File: config.mk
export PLATFORM = sky130hd
export DESIGN_NAME = ext_bus_ctrl
export DESIGN_NICKNAME = d
export VERILOG_FILES = /design/src/rtl/ebc_pkg.sv /design/src/rtl/ebc_cfg_regs.sv /design/src/rtl/ebc_decode.sv /design/src/rtl/ebc_seq.sv /design/src/rtl/ext_bus_ctrl.sv
export SDC_FILE = /design/constraint.sdc
export NUM_CORES = 2
export LEC_CHECK = 0
export BUFFER_PORTS_ARGS = -buffer_cell sky130_fd_sc_hd__buf_4
export CAP_MARGIN = 20
export CORE_MARGIN = 4
export CORE_UTILIZATION = 54
export CTS_CLUSTER_SIZE = 40
export DETAILED_ROUTE_END_ITERATION = 8
export MAX_ROUTING_LAYER = met4
export PLACE_DENSITY = 0.84
export SYNTH_ARGS = -nofsm -noshare
export SYNTH_HDL_FRONTEND = slang
export SYNTH_SLANG_ARGS = --single-unit
File: constraint.sdc
create_clock -name clk -period 3.4 [get_ports clk]
set_input_delay 0.17 -clock clk [delete_from_list [all_inputs] [get_ports clk]]
set_output_delay 0.17 -clock clk [all_outputs]
set_load 0.03 [all_outputs]
File: src/rtl/ebc_pkg.sv
// Shared types for the external bus controller.
// Assumes 32-bit configuration words and a 32-bit data path.
package ebc_pkg;

    localparam int DATA_W = 32;
    localparam int WIN_W  = 12;

    // Timing profile; the packed layout is the low 29 bits of the timing word.
    typedef struct packed {
        logic       to_dis;
        logic       rdy_en;
        logic       burst;
        logic [1:0] we_off;
        logic [1:0] we_on;
        logic [1:0] oe_on;
        logic [1:0] cs_off;
        logic [1:0] cs_on;
        logic [2:0] wait_next;
        logic [4:0] wait_first;
        logic [7:0] wait_nb;
    } tim_t;

    typedef enum logic [2:0] {
        S_IDLE, S_SETUP, S_ACT, S_HOLD, S_RESP
    } seq_st_t;

endpackage

File: src/rtl/ebc_cfg_regs.sv
// Per-bank configuration store: one map word and one timing word per bank.
// Assumes writes are single-cycle strobes; all words clear on reset.
module ebc_cfg_regs #(
    parameter int NBANK = 8,
    localparam int BW = $clog2(NBANK)
) (
    input  logic                   clk,
    input  logic                   rst_n,
    input  logic                   cfg_we,
    input  logic [BW-1:0]          cfg_bank,
    input  logic                   cfg_sel,
    input  logic [31:0]            cfg_wdata,
    output logic [NBANK-1:0][31:0] map_o,
    output logic [NBANK-1:0][31:0] tim_o
);

    // Store the addressed word of the addressed bank.
    always_ff @(posedge clk) begin
        if (!rst_n) begin
            map_o <= '0;
            tim_o <= '0;
        end else if (cfg_we) begin
            if (cfg_sel) tim_o[cfg_bank] <= cfg_wdata;
            else         map_o[cfg_bank] <= cfg_wdata;
        end
    end

endmodule

File: src/rtl/ebc_decode.sv
// Address window decoder: masked compare of the top address bits per bank,
// lowest-numbered matching bank wins. Purely combinational.
module ebc_decode #(
    parameter int NBANK = 8,
    parameter int AW    = 32,
    localparam int BW = $clog2(NBANK)
) (
    input  logic [NBANK-1:0][31:0] map_i,
    input  logic [AW-1:0]          addr_i,
    output logic                   hit_o,
    output logic [BW-1:0]          bank_o
);
    import ebc_pkg::*;

    logic [NBANK-1:0] match;

    for (genvar g = 0; g < NBANK; g++) begin : g_win
        // Masked window compare for one bank.
        assign match[g] = map_i[g][7] &&
            (((addr_i[AW-1 -: WIN_W] ^ map_i[g][31:20]) & map_i[g][19:8]) == '0);
    end

    // Priority pick: scanning downward leaves the lowest match.
    always_comb begin
        bank_o = '0;
        for (int i = NBANK - 1; i >= 0; i--) begin
            if (match[i]) bank_o = BW'(i);
        end
    end

    assign hit_o = |match;

endmodule

File: src/rtl/ebc_seq.sv
// Device-cycle sequencer: runs setup / active / hold phases per beat,
// splits wide requests into beats, handles burst, Ready and timeout, and
// drives the external strobes. Assumes req_addr is aligned to req_size.
module ebc_seq #(
    parameter int NBANK   = 8,
    parameter int AW      = 32,
    parameter int TIMEOUT = 2048,
    localparam int BW   = $clog2(NBANK),
    localparam int TO_W = $clog2(TIMEOUT) + 1
) (
    input  logic              clk,
    input  logic              rst_n,
    input  logic              req_valid,
    output logic              req_ready,
    input  logic              req_write,
    input  logic [1:0]        req_size,
    input  logic [AW-1:0]     req_addr,
    input  logic [31:0]       req_wdata,
    input  logic              hit,
    input  logic [BW-1:0]     hit_bank,
    input  logic [31:0]       hit_tim,
    input  logic [1:0]        hit_width,
    output logic              resp_valid,
    output logic              resp_err,
    output logic [31:0]       resp_rdata,
    output logic [AW-1:0]     ext_addr,
    output logic [NBANK-1:0]  ext_cs_n,
    output logic              ext_oe_n,
    output logic              ext_we_n,
    output logic [31:0]       ext_dout,
    output logic              ext_dout_en,
    input  logic [31:0]       ext_din,
    input  logic              ext_ready
);
    import ebc_pkg::*;

    seq_st_t         st_q;
    tim_t            tim_q;
    logic [1:0]      dlog_q, size_q, beat_q, last_q;
    logic            wr_q, err_q, fin_q;
    logic [AW-1:0]   addr_q;
    logic [31:0]     wdata_q, acc_q;
    logic [BW-1:0]   bank_q;
    logic [7:0]      cnt_q;
    logic [TO_W-1:0] to_q;

    tim_t       tim_in;
    logic [1:0] dlog_in, slog_in, last_in;
    logic [7:0] wlen;
    logic [1:0] boff;
    logic       busy, more, act_done, tmo, accept;
    logic [31:0] smask;

    // Decode the incoming request's beat count from size and bank width.
    always_comb begin
        tim_in  = tim_t'(hit_tim[28:0]);
        dlog_in = (hit_width == 2'd3) ? 2'd2 : hit_width;
        slog_in = (req_size == 2'd3) ? 2'd2 : req_size;
        last_in = (slog_in > dlog_in) ? 2'((3'd1 << (slog_in - dlog_in)) - 3'd1) : 2'd0;
    end

    // Per-beat quantities: wait count, byte offset, completion conditions.
    always_comb begin
        if (tim_q.burst) wlen = (beat_q == 2'd0) ? 8'(tim_q.wait_first) : 8'(tim_q.wait_next);
        else             wlen = tim_q.wait_nb;
        boff     = 2'(beat_q << dlog_q);
        busy     = (st_q == S_SETUP) || (st_q == S_ACT) || (st_q == S_HOLD);
        more     = (beat_q != last_q);
        act_done = (st_q == S_ACT) && (cnt_q >= wlen) && (!tim_q.rdy_en || ext_ready);
        tmo      = (st_q == S_ACT) && !act_done && tim_q.rdy_en && !tim_q.to_dis &&
                   (to_q == TO_W'(TIMEOUT - 1));
        accept   = req_valid && req_ready;
    end

    assign req_ready = (st_q == S_IDLE);

    // Phase sequencer and per-request state.
    always_ff @(posedge clk) begin
        if (!rst_n) begin
            st_q <= S_IDLE; tim_q <= '0; dlog_q <= '0; size_q <= '0;
            beat_q <= '0; last_q <= '0; wr_q <= 1'b0; err_q <= 1'b0;
            fin_q <= 1'b0; addr_q <= '0; wdata_q <= '0; acc_q <= '0;
            bank_q <= '0; cnt_q <= '0; to_q <= '0;
        end else begin
            case (st_q)
                S_IDLE: if (accept) begin
                    tim_q <= tim_in; dlog_q <= dlog_in; size_q <= req_size;
                    last_q <= last_in; wr_q <= req_write; addr_q <= req_addr;
                    wdata_q <= req_wdata; bank_q <= hit_bank; acc_q <= '0;
                    beat_q <= '0; cnt_q <= '0; to_q <= '0; fin_q <= 1'b0;
                    err_q <= !hit;
                    if (!hit)                    st_q <= S_RESP;
                    else if (tim_in.cs_on == '0) st_q <= S_ACT;
                    else                         st_q <= S_SETUP;
                end
                S_SETUP: begin
                    if (8'(tim_q.cs_on) == cnt_q + 8'd1) begin
                        st_q <= S_ACT; cnt_q <= '0;
                    end else cnt_q <= cnt_q + 8'd1;
                end
                S_ACT: begin
                    to_q <= to_q + 1'b1;
                    if (act_done) begin
                        if (!wr_q) begin
                            case (dlog_q)
                                2'd0:    acc_q[{boff, 3'b000} +: 8]  <= ext_din[7:0];
                                2'd1:    acc_q[{boff, 3'b000} +: 16] <= ext_din[15:0];
                                default: acc_q <= ext_din;
                            endcase
                        end
                        cnt_q <= '0;
                        if (more && tim_q.burst) begin
                            beat_q <= beat_q + 2'd1; to_q <= '0;
                        end else if (more && tim_q.cs_off == '0) begin
                            beat_q <= beat_q + 2'd1; to_q <= '0;
                            st_q <= (tim_q.cs_on == '0) ? S_ACT : S_SETUP;
                        end else if (more) begin
                            st_q <= S_HOLD;
                        end else begin
                            fin_q <= 1'b1;
                            st_q <= (tim_q.cs_off == '0) ? S_RESP : S_HOLD;
                        end
                    end else if (tmo) begin
                        err_q <= 1'b1; fin_q <= 1'b1; acc_q <= '0; cnt_q <= '0;
                        st_q <= (tim_q.cs_off == '0) ? S_RESP : S_HOLD;
                    end else if (cnt_q < wlen) begin
                        cnt_q <= cnt_q + 8'd1;
                    end
                end
                S_HOLD: begin
                    if (8'(tim_q.cs_off) == cnt_q + 8'd1) begin
                        cnt_q <= '0;
                        if (fin_q) st_q <= S_RESP;
                        else begin
                            beat_q <= beat_q + 2'd1; to_q <= '0;
                            st_q <= (tim_q.cs_on == '0) ? S_ACT : S_SETUP;
                        end
                    end else cnt_q <= cnt_q + 8'd1;
                end
                default: st_q <= S_IDLE;
            endcase
        end
    end

    // Size mask for the returned data.
    always_comb begin
        case (size_q)
            2'd0:    smask = 32'h0000_00FF;
            2'd1:    smask = 32'h0000_FFFF;
            default: smask = 32'hFFFF_FFFF;
        endcase
    end

    // External strobes and data, decoded from phase and counters.
    always_comb begin
        ext_addr    = busy ? addr_q + AW'(boff) : '0;
        ext_cs_n    = '1;
        if (st_q == S_ACT) ext_cs_n[bank_q] = 1'b0;
        ext_oe_n    = !((st_q == S_ACT) && !wr_q &&
                        ((tim_q.burst && beat_q != 2'd0) || cnt_q >= 8'(tim_q.oe_on)));
        ext_we_n    = !((st_q == S_ACT) && wr_q && cnt_q >= 8'(tim_q.we_on) &&
                        (9'(cnt_q) + 9'(tim_q.we_off) <= 9'(wlen)));
        ext_dout_en = busy && wr_q;
        ext_dout    = ext_dout_en ? (wdata_q >> {boff, 3'b000}) : '0;
        resp_valid  = (st_q == S_RESP);
        resp_err    = resp_valid && err_q;
        resp_rdata  = (resp_valid && !wr_q && !err_q) ? (acc_q & smask) : '0;
    end

    // never more than one chip select low.
    a_r9_one_cs: assert property (@(posedge clk) disable iff (!rst_n)
        $onehot0(~ext_cs_n));
    // output enable and write enable never low together.
    a_r9_strobe_excl: assert property (@(posedge clk) disable iff (!rst_n)
        !(!ext_oe_n && !ext_we_n));
    // a strobe is only low inside a chip-select window.
    a_r4_strobe_in_cs: assert property (@(posedge clk) disable iff (!rst_n)
        (!ext_oe_n || !ext_we_n) |-> (ext_cs_n != '1));
    // an unmatched request answers next cycle with an error.
    a_r2_miss_resp: assert property (@(posedge clk) disable iff (!rst_n)
        (accept && !hit) |=> (resp_valid && resp_err && ext_cs_n == '1));
    // the response is a single-cycle pulse, after which the block is idle.
    a_r2_resp_pulse: assert property (@(posedge clk) disable iff (!rst_n)
        resp_valid |=> (!resp_valid && req_ready));
    // the address holds still while chip select is low within a beat.
    a_r3_addr_stable: assert property (@(posedge clk) disable iff (!rst_n)
        (st_q == S_ACT && !act_done) |=> $stable(ext_addr));

endmodule

File: src/rtl/ext_bus_ctrl.sv
// External peripheral bus controller top: configuration store, window
// decoder and device-cycle sequencer. Assumes one outstanding request.
module ext_bus_ctrl #(
    parameter int NBANK   = 8,
    parameter int AW      = 32,
    parameter int TIMEOUT = 2048,
    localparam int BW = $clog2(NBANK)
) (
    input  logic             clk,
    input  logic             rst_n,
    input  logic             cfg_we,
    input  logic [BW-1:0]    cfg_bank,
    input  logic             cfg_sel,
    input  logic [31:0]      cfg_wdata,
    input  logic             req_valid,
    output logic             req_ready,
    input  logic             req_write,
    input  logic [1:0]       req_size,
    input  logic [AW-1:0]    req_addr,
    input  logic [31:0]      req_wdata,
    output logic             resp_valid,
    output logic             resp_err,
    output logic [31:0]      resp_rdata,
    output logic [AW-1:0]    ext_addr,
    output logic [NBANK-1:0] ext_cs_n,
    output logic             ext_oe_n,
    output logic             ext_we_n,
    output logic [31:0]      ext_dout,
    output logic             ext_dout_en,
    input  logic [31:0]      ext_din,
    input  logic             ext_ready
);

    logic [NBANK-1:0][31:0] map_w, tim_w;
    logic                   hit;
    logic [BW-1:0]          hit_bank;

    ebc_cfg_regs #(.NBANK(NBANK)) u_cfg (
        .clk(clk), .rst_n(rst_n), .cfg_we(cfg_we), .cfg_bank(cfg_bank),
        .cfg_sel(cfg_sel), .cfg_wdata(cfg_wdata), .map_o(map_w), .tim_o(tim_w)
    );

    ebc_decode #(.NBANK(NBANK), .AW(AW)) u_dec (
        .map_i(map_w), .addr_i(req_addr), .hit_o(hit), .bank_o(hit_bank)
    );

    ebc_seq #(.NBANK(NBANK), .AW(AW), .TIMEOUT(TIMEOUT)) u_seq (
        .clk(clk), .rst_n(rst_n),
        .req_valid(req_valid), .req_ready(req_ready), .req_write(req_write),
        .req_size(req_size), .req_addr(req_addr), .req_wdata(req_wdata),
        .hit(hit), .hit_bank(hit_bank), .hit_tim(tim_w[hit_bank]),
        .hit_width(map_w[hit_bank][1:0]),
        .resp_valid(resp_valid), .resp_err(resp_err), .resp_rdata(resp_rdata),
        .ext_addr(ext_addr), .ext_cs_n(ext_cs_n), .ext_oe_n(ext_oe_n),
        .ext_we_n(ext_we_n), .ext_dout(ext_dout), .ext_dout_en(ext_dout_en),
        .ext_din(ext_din), .ext_ready(ext_ready)
    );

endmodule

==> flow_summary.yaml <==
floorplan:
  die_area_um2: 57140
  ios: 250
  core_area_um2: 52660
  rows: 84
  die_h_um: 239.0
  die_x_um: 239.0
  initial_core_util_pct: 54.74
sta:
  setup_viol_count_final: 2
  finalHoldViolations: 0
  finClkSkew_ps: 37.27
  max_freq_mhz: 271.5
  fin_ws_ps: -283.4
  layout_min_cycle_time_ps: 3683
  drv_slew: 0
  rsz0062_at_grt: "true"
  worstMarginPinSlew_ps: 1123
  timing.final.crit_share_pct: 108.3
  slew_headroom_pct: 25.14
drt:
  drt_iter0_drc: 3742
  drt-wirelength-per-cell_um: 20.35
  vias_per_cell: 6.138
  drc: 0
  drt_wl_total_mm: 97.29
  first_pass_iters: 8
  ant_nets: 0
  num_vias: 29350
clock_tree:
  worstSkewPairLatency_ps: 660
  clock-sinks: 610
  cts_inserted_buffers: 60
  tritoncts: "done"
  cts_max_level: 2
  clk_pin_slew_ps: 70
  cts-root-buf: "clkbuf_16"
  clockBufferDepth: 3
cells_and_area:
  final_common_cell: "nand2_1"
  layout.cells.non_filler: 4781
  layout-drive-gt1-share_pct: 16.66
  final_cell_mix: "1,213 x nand2_1, 622 x a21oi_1, 601 x dfxtp_1"
  fillerInstances: 3932
  area_growth_pct: 22.62
  nNetsFinal: 4217
min_path:
  hold_path.class: "input port to flip-flop"
  min-delay-start: "req_addr[26]"
power_and_ir_drop:
  switchingPower_w: 0.004320
  power_frac_comb_pct: 11.7
  ir_worst_vdd_v: 0.0004272
  power.total_w: 0.01631
  clock_power_share_pct: 42.2
  seqPwrFrac_pct: 46.1
  leakagePower_nw: 12.93
  sw_frac_of_total_pct: 26.49
  intPower_w: 0.01199
  p_per_area_nw_per_um2: 461.4
synth:
  post_synth_num_cell_types: 71
  syn_inst: 3774
  ys.flop_type: "dfxtp_1"
  syn_nets: 3952
  yosys_warnings: 0
  ys_seq_elements: 610
  synthArstFlopShare_pct: 0
  synth_edf_count: 0
  syn_avg_cell_area_um2: 7.637
  syn-cell-area_um2: 28820
  ys_seq_area_share_pct: 42.37
job:
  max_cap_viol_count: 0
grt:
  grt_pass1_wl_mm: 150.1
  first_global_vias: 27630
  grt_max_degree: 175
  antenna_found_initial: 5
  track_usage_pct: 33.31
  gr-total-overflow: 0
setup_path:
  path_max_fanout: 3
  cp-start-kind: "flip-flop"
  cp.arrival_ps: 4210
  cp.required_ps: 3930
  end_kind: "flip-flop"
  r2r-start: "u_cfg.map_o[248]$_SDFFE_PN0P_"
  critical_path_class: "flip-flop to flip-flop"
  cp-startpoint: "u_cfg.map_o[248]$_SDFFE_PN0P_"
run_status:
  violations: "setup timing"
  status: "finished with violations"
place:
  post-place-cells: 4531
  detailed_place_hpwl_mm: 58.85
  io_buffers: 249
  place_congestion: 0.9878
flip-flops by register name, indices dropped and copies added, names as in the netlist, 2 cells and up:
signal	flops
u_seq.wdata_q	32
u_seq.addr_q	32
u_seq.beat_q	2
u_seq.st_q	3
u_cfg.map_o	216
u_seq.bank_q	3
u_seq.size_q	2
u_seq.last_q	2
u_cfg.tim_o	232
u_seq.acc_q	32
u_seq.dlog_q	2
u_seq.to_q	12
u_seq.cnt_q	8
u_seq.tim_q	29
logic make-up after synthesis:
kind of cell,count (synthesis),share of synthesized area [%]
AND/OR/NAND/NOR,1623,23.17
AO/OA/AOI/OAI,902,17.73
flip-flops,610,42.37
buffers and inverters,370,5.270
XOR/XNOR,148,4.497
multiplexers,83,5.239
adder cells (fa/ha/maj),38,1.728
through the flow:
step	worst slack (ps)	util (%)	instance area, µm²	setup TNS, ps	hold slack, ps
3_3_place_gp	-291.6	60.08	31640	-576.7	418.8
3_5_place_dp	-340.9	60.08	31640	-843.5	428.0
6_report	-283.4	67.13	35350	-516.1	46.69
2_1_floorplan	-26.86	-	28890	-26.86	306.0
4_1_cts	-199.2	66.59	35060	-397.7	13.50
5_1_grt	-355.5	67.12	35340	-892.3	62.27
path summary, 6_finish.rpt:
| check | slack, ps | depth (start not counted) | endpoint |
|---|---|---|---|
| setup / recovery | -280 | 17 | u_seq.last_q[0]$_SDFFE_PN0P_ |
| hold / removal | 50 | 4 | u_seq.addr_q[26]$_SDFFE_PN0P_ |
| setup reg to reg | -280 | 17 | u_seq.last_q[0]$_SDFFE_PN0P_ |
| hold reg to reg | 450 | 2 | u_cfg.tim_o[13]$_SDFFE_PN0P_ |
what timing repair did:
item,4_1_cts,5_1_grt
hold buffers,118,0
buffers inserted,5,9
gates cloned,0,1
pin swaps,26,10
setup endpoints to repair,37,87
gates resized for setup,52,40
hold endpoints to repair,534,0
layer usage:
metal | vias up | track usage [%] | routed length (µm)
met2 | 1826 | 53.86 | 45570
met4 | 0 | 14.29 | 4781
met1 | 13820 | 40.88 | 36020
li1 | 13290 | - | -
met3 | 412 | 6.530 | 10910
met5 | - | - | 0
synth_stat cells (3+ instances only):
library cell | count | area share [%]
nand2_1 | 1217 | 16
a21oi_1 | 629 | 11
dfxtp_1 | 610 | 42
clkbuf_1 | 278 | 3.6
nor2_1 | 145 | 1.9
xor2_1 | 128 | 3.9
o21ai_0 | 69 | 1.2
mux4_2 | 54 | 4.2
nand3_1 | 51 | 0.89
and3_1 | 43 | 0.93
a31oi_1 | 42 | 0.91
nor3_1 | 39 | 0.68
inv_1 | 38 | 0.49
a22oi_1 | 36 | 0.94
ha_1 | 35 | 1.5
nand4_1 | 32 | 0.69
a211oi_1 | 29 | 0.76
mux2i_1 | 26 | 0.90
a221oi_1 | 25 | 0.76
buf_4 | 23 | 0.60
xnor2_1 | 20 | 0.61
or3_1 | 16 | 0.35
nand2b_1 | 14 | 0.30
nor4_1 | 14 | 0.30
nor2b_1 | 13 | 0.28
buf_1 | 12 | 0.16
and2_1 | 11 | 0.24
buf_2 | 11 | 0.19
o221ai_1 | 11 | 0.33
a21o_1 | 8 | 0.21
o221a_2 | 8 | 0.31
nand3b_1 | 7 | 0.18
a222oi_1 | 6 | 0.21
o22ai_1 | 6 | 0.13
buf_6 | 4 | 0.16
nor2_2 | 4 | 0.087
or2_2 | 4 | 0.087
clkinv_1 | 3 | 0.039
fa_1 | 3 | 0.21
mux2_1 | 3 | 0.12
nor4_2 | 3 | 0.13
o211ai_1 | 3 | 0.078
o21a_1 | 3 | 0.078
o21ai_1 | 3 | 0.052
final cells by class:
cell class | count | area, µm² | share of cell area, %
clock buffers | 86 | 1679 | 4.751
inverters | 42 | 171.4 | 0.4850
flip-flops and latches | 610 | 12220 | 34.58
repair buffers | 530 | 4483 | 12.68
multi-input cells | 2794 | 15560 | 44.04
well taps | 688 | 860.8 | 2.435
diodes | 6 | 15.01 | 0.04248
clock inverters | 24 | 342.8 | 0.9699
repair inverters | 1 | 5.005 | 0.01416
critical path, stage by stage (launching register included):
cell      delay (ps)
dfxtp_2          340
xor2_2           170
a22oi_2          190
nand4_1          210
buf_4            210
nor3_4           210
a211oi_2         120
buf_4            150
o41ai_4          360
o21ai_1          160
o22ai_2          250
nor2_2            70
ha_2             190
fa_2             570
a211oi_2          40
nor2_1           110
o21ai_1           80
o211a_1          130
power by group through the flow:
stage / clock network, W / registers (W) / logic, W
3_3_place_gp: 0 / 0.00765 / 0.00165
6_report: 0.00688 / 0.00752 / 0.00191
5_1_grt: 0.00716 / 0.00753 / 0.00205
4_1_cts: 0.00688 / 0.00751 / 0.00182
3_5_place_dp: 0 / 0.00766 / 0.00168
2_1_floorplan: 0 / 0.00759 / 0.00107
Power figures use the tool's default switching activity.
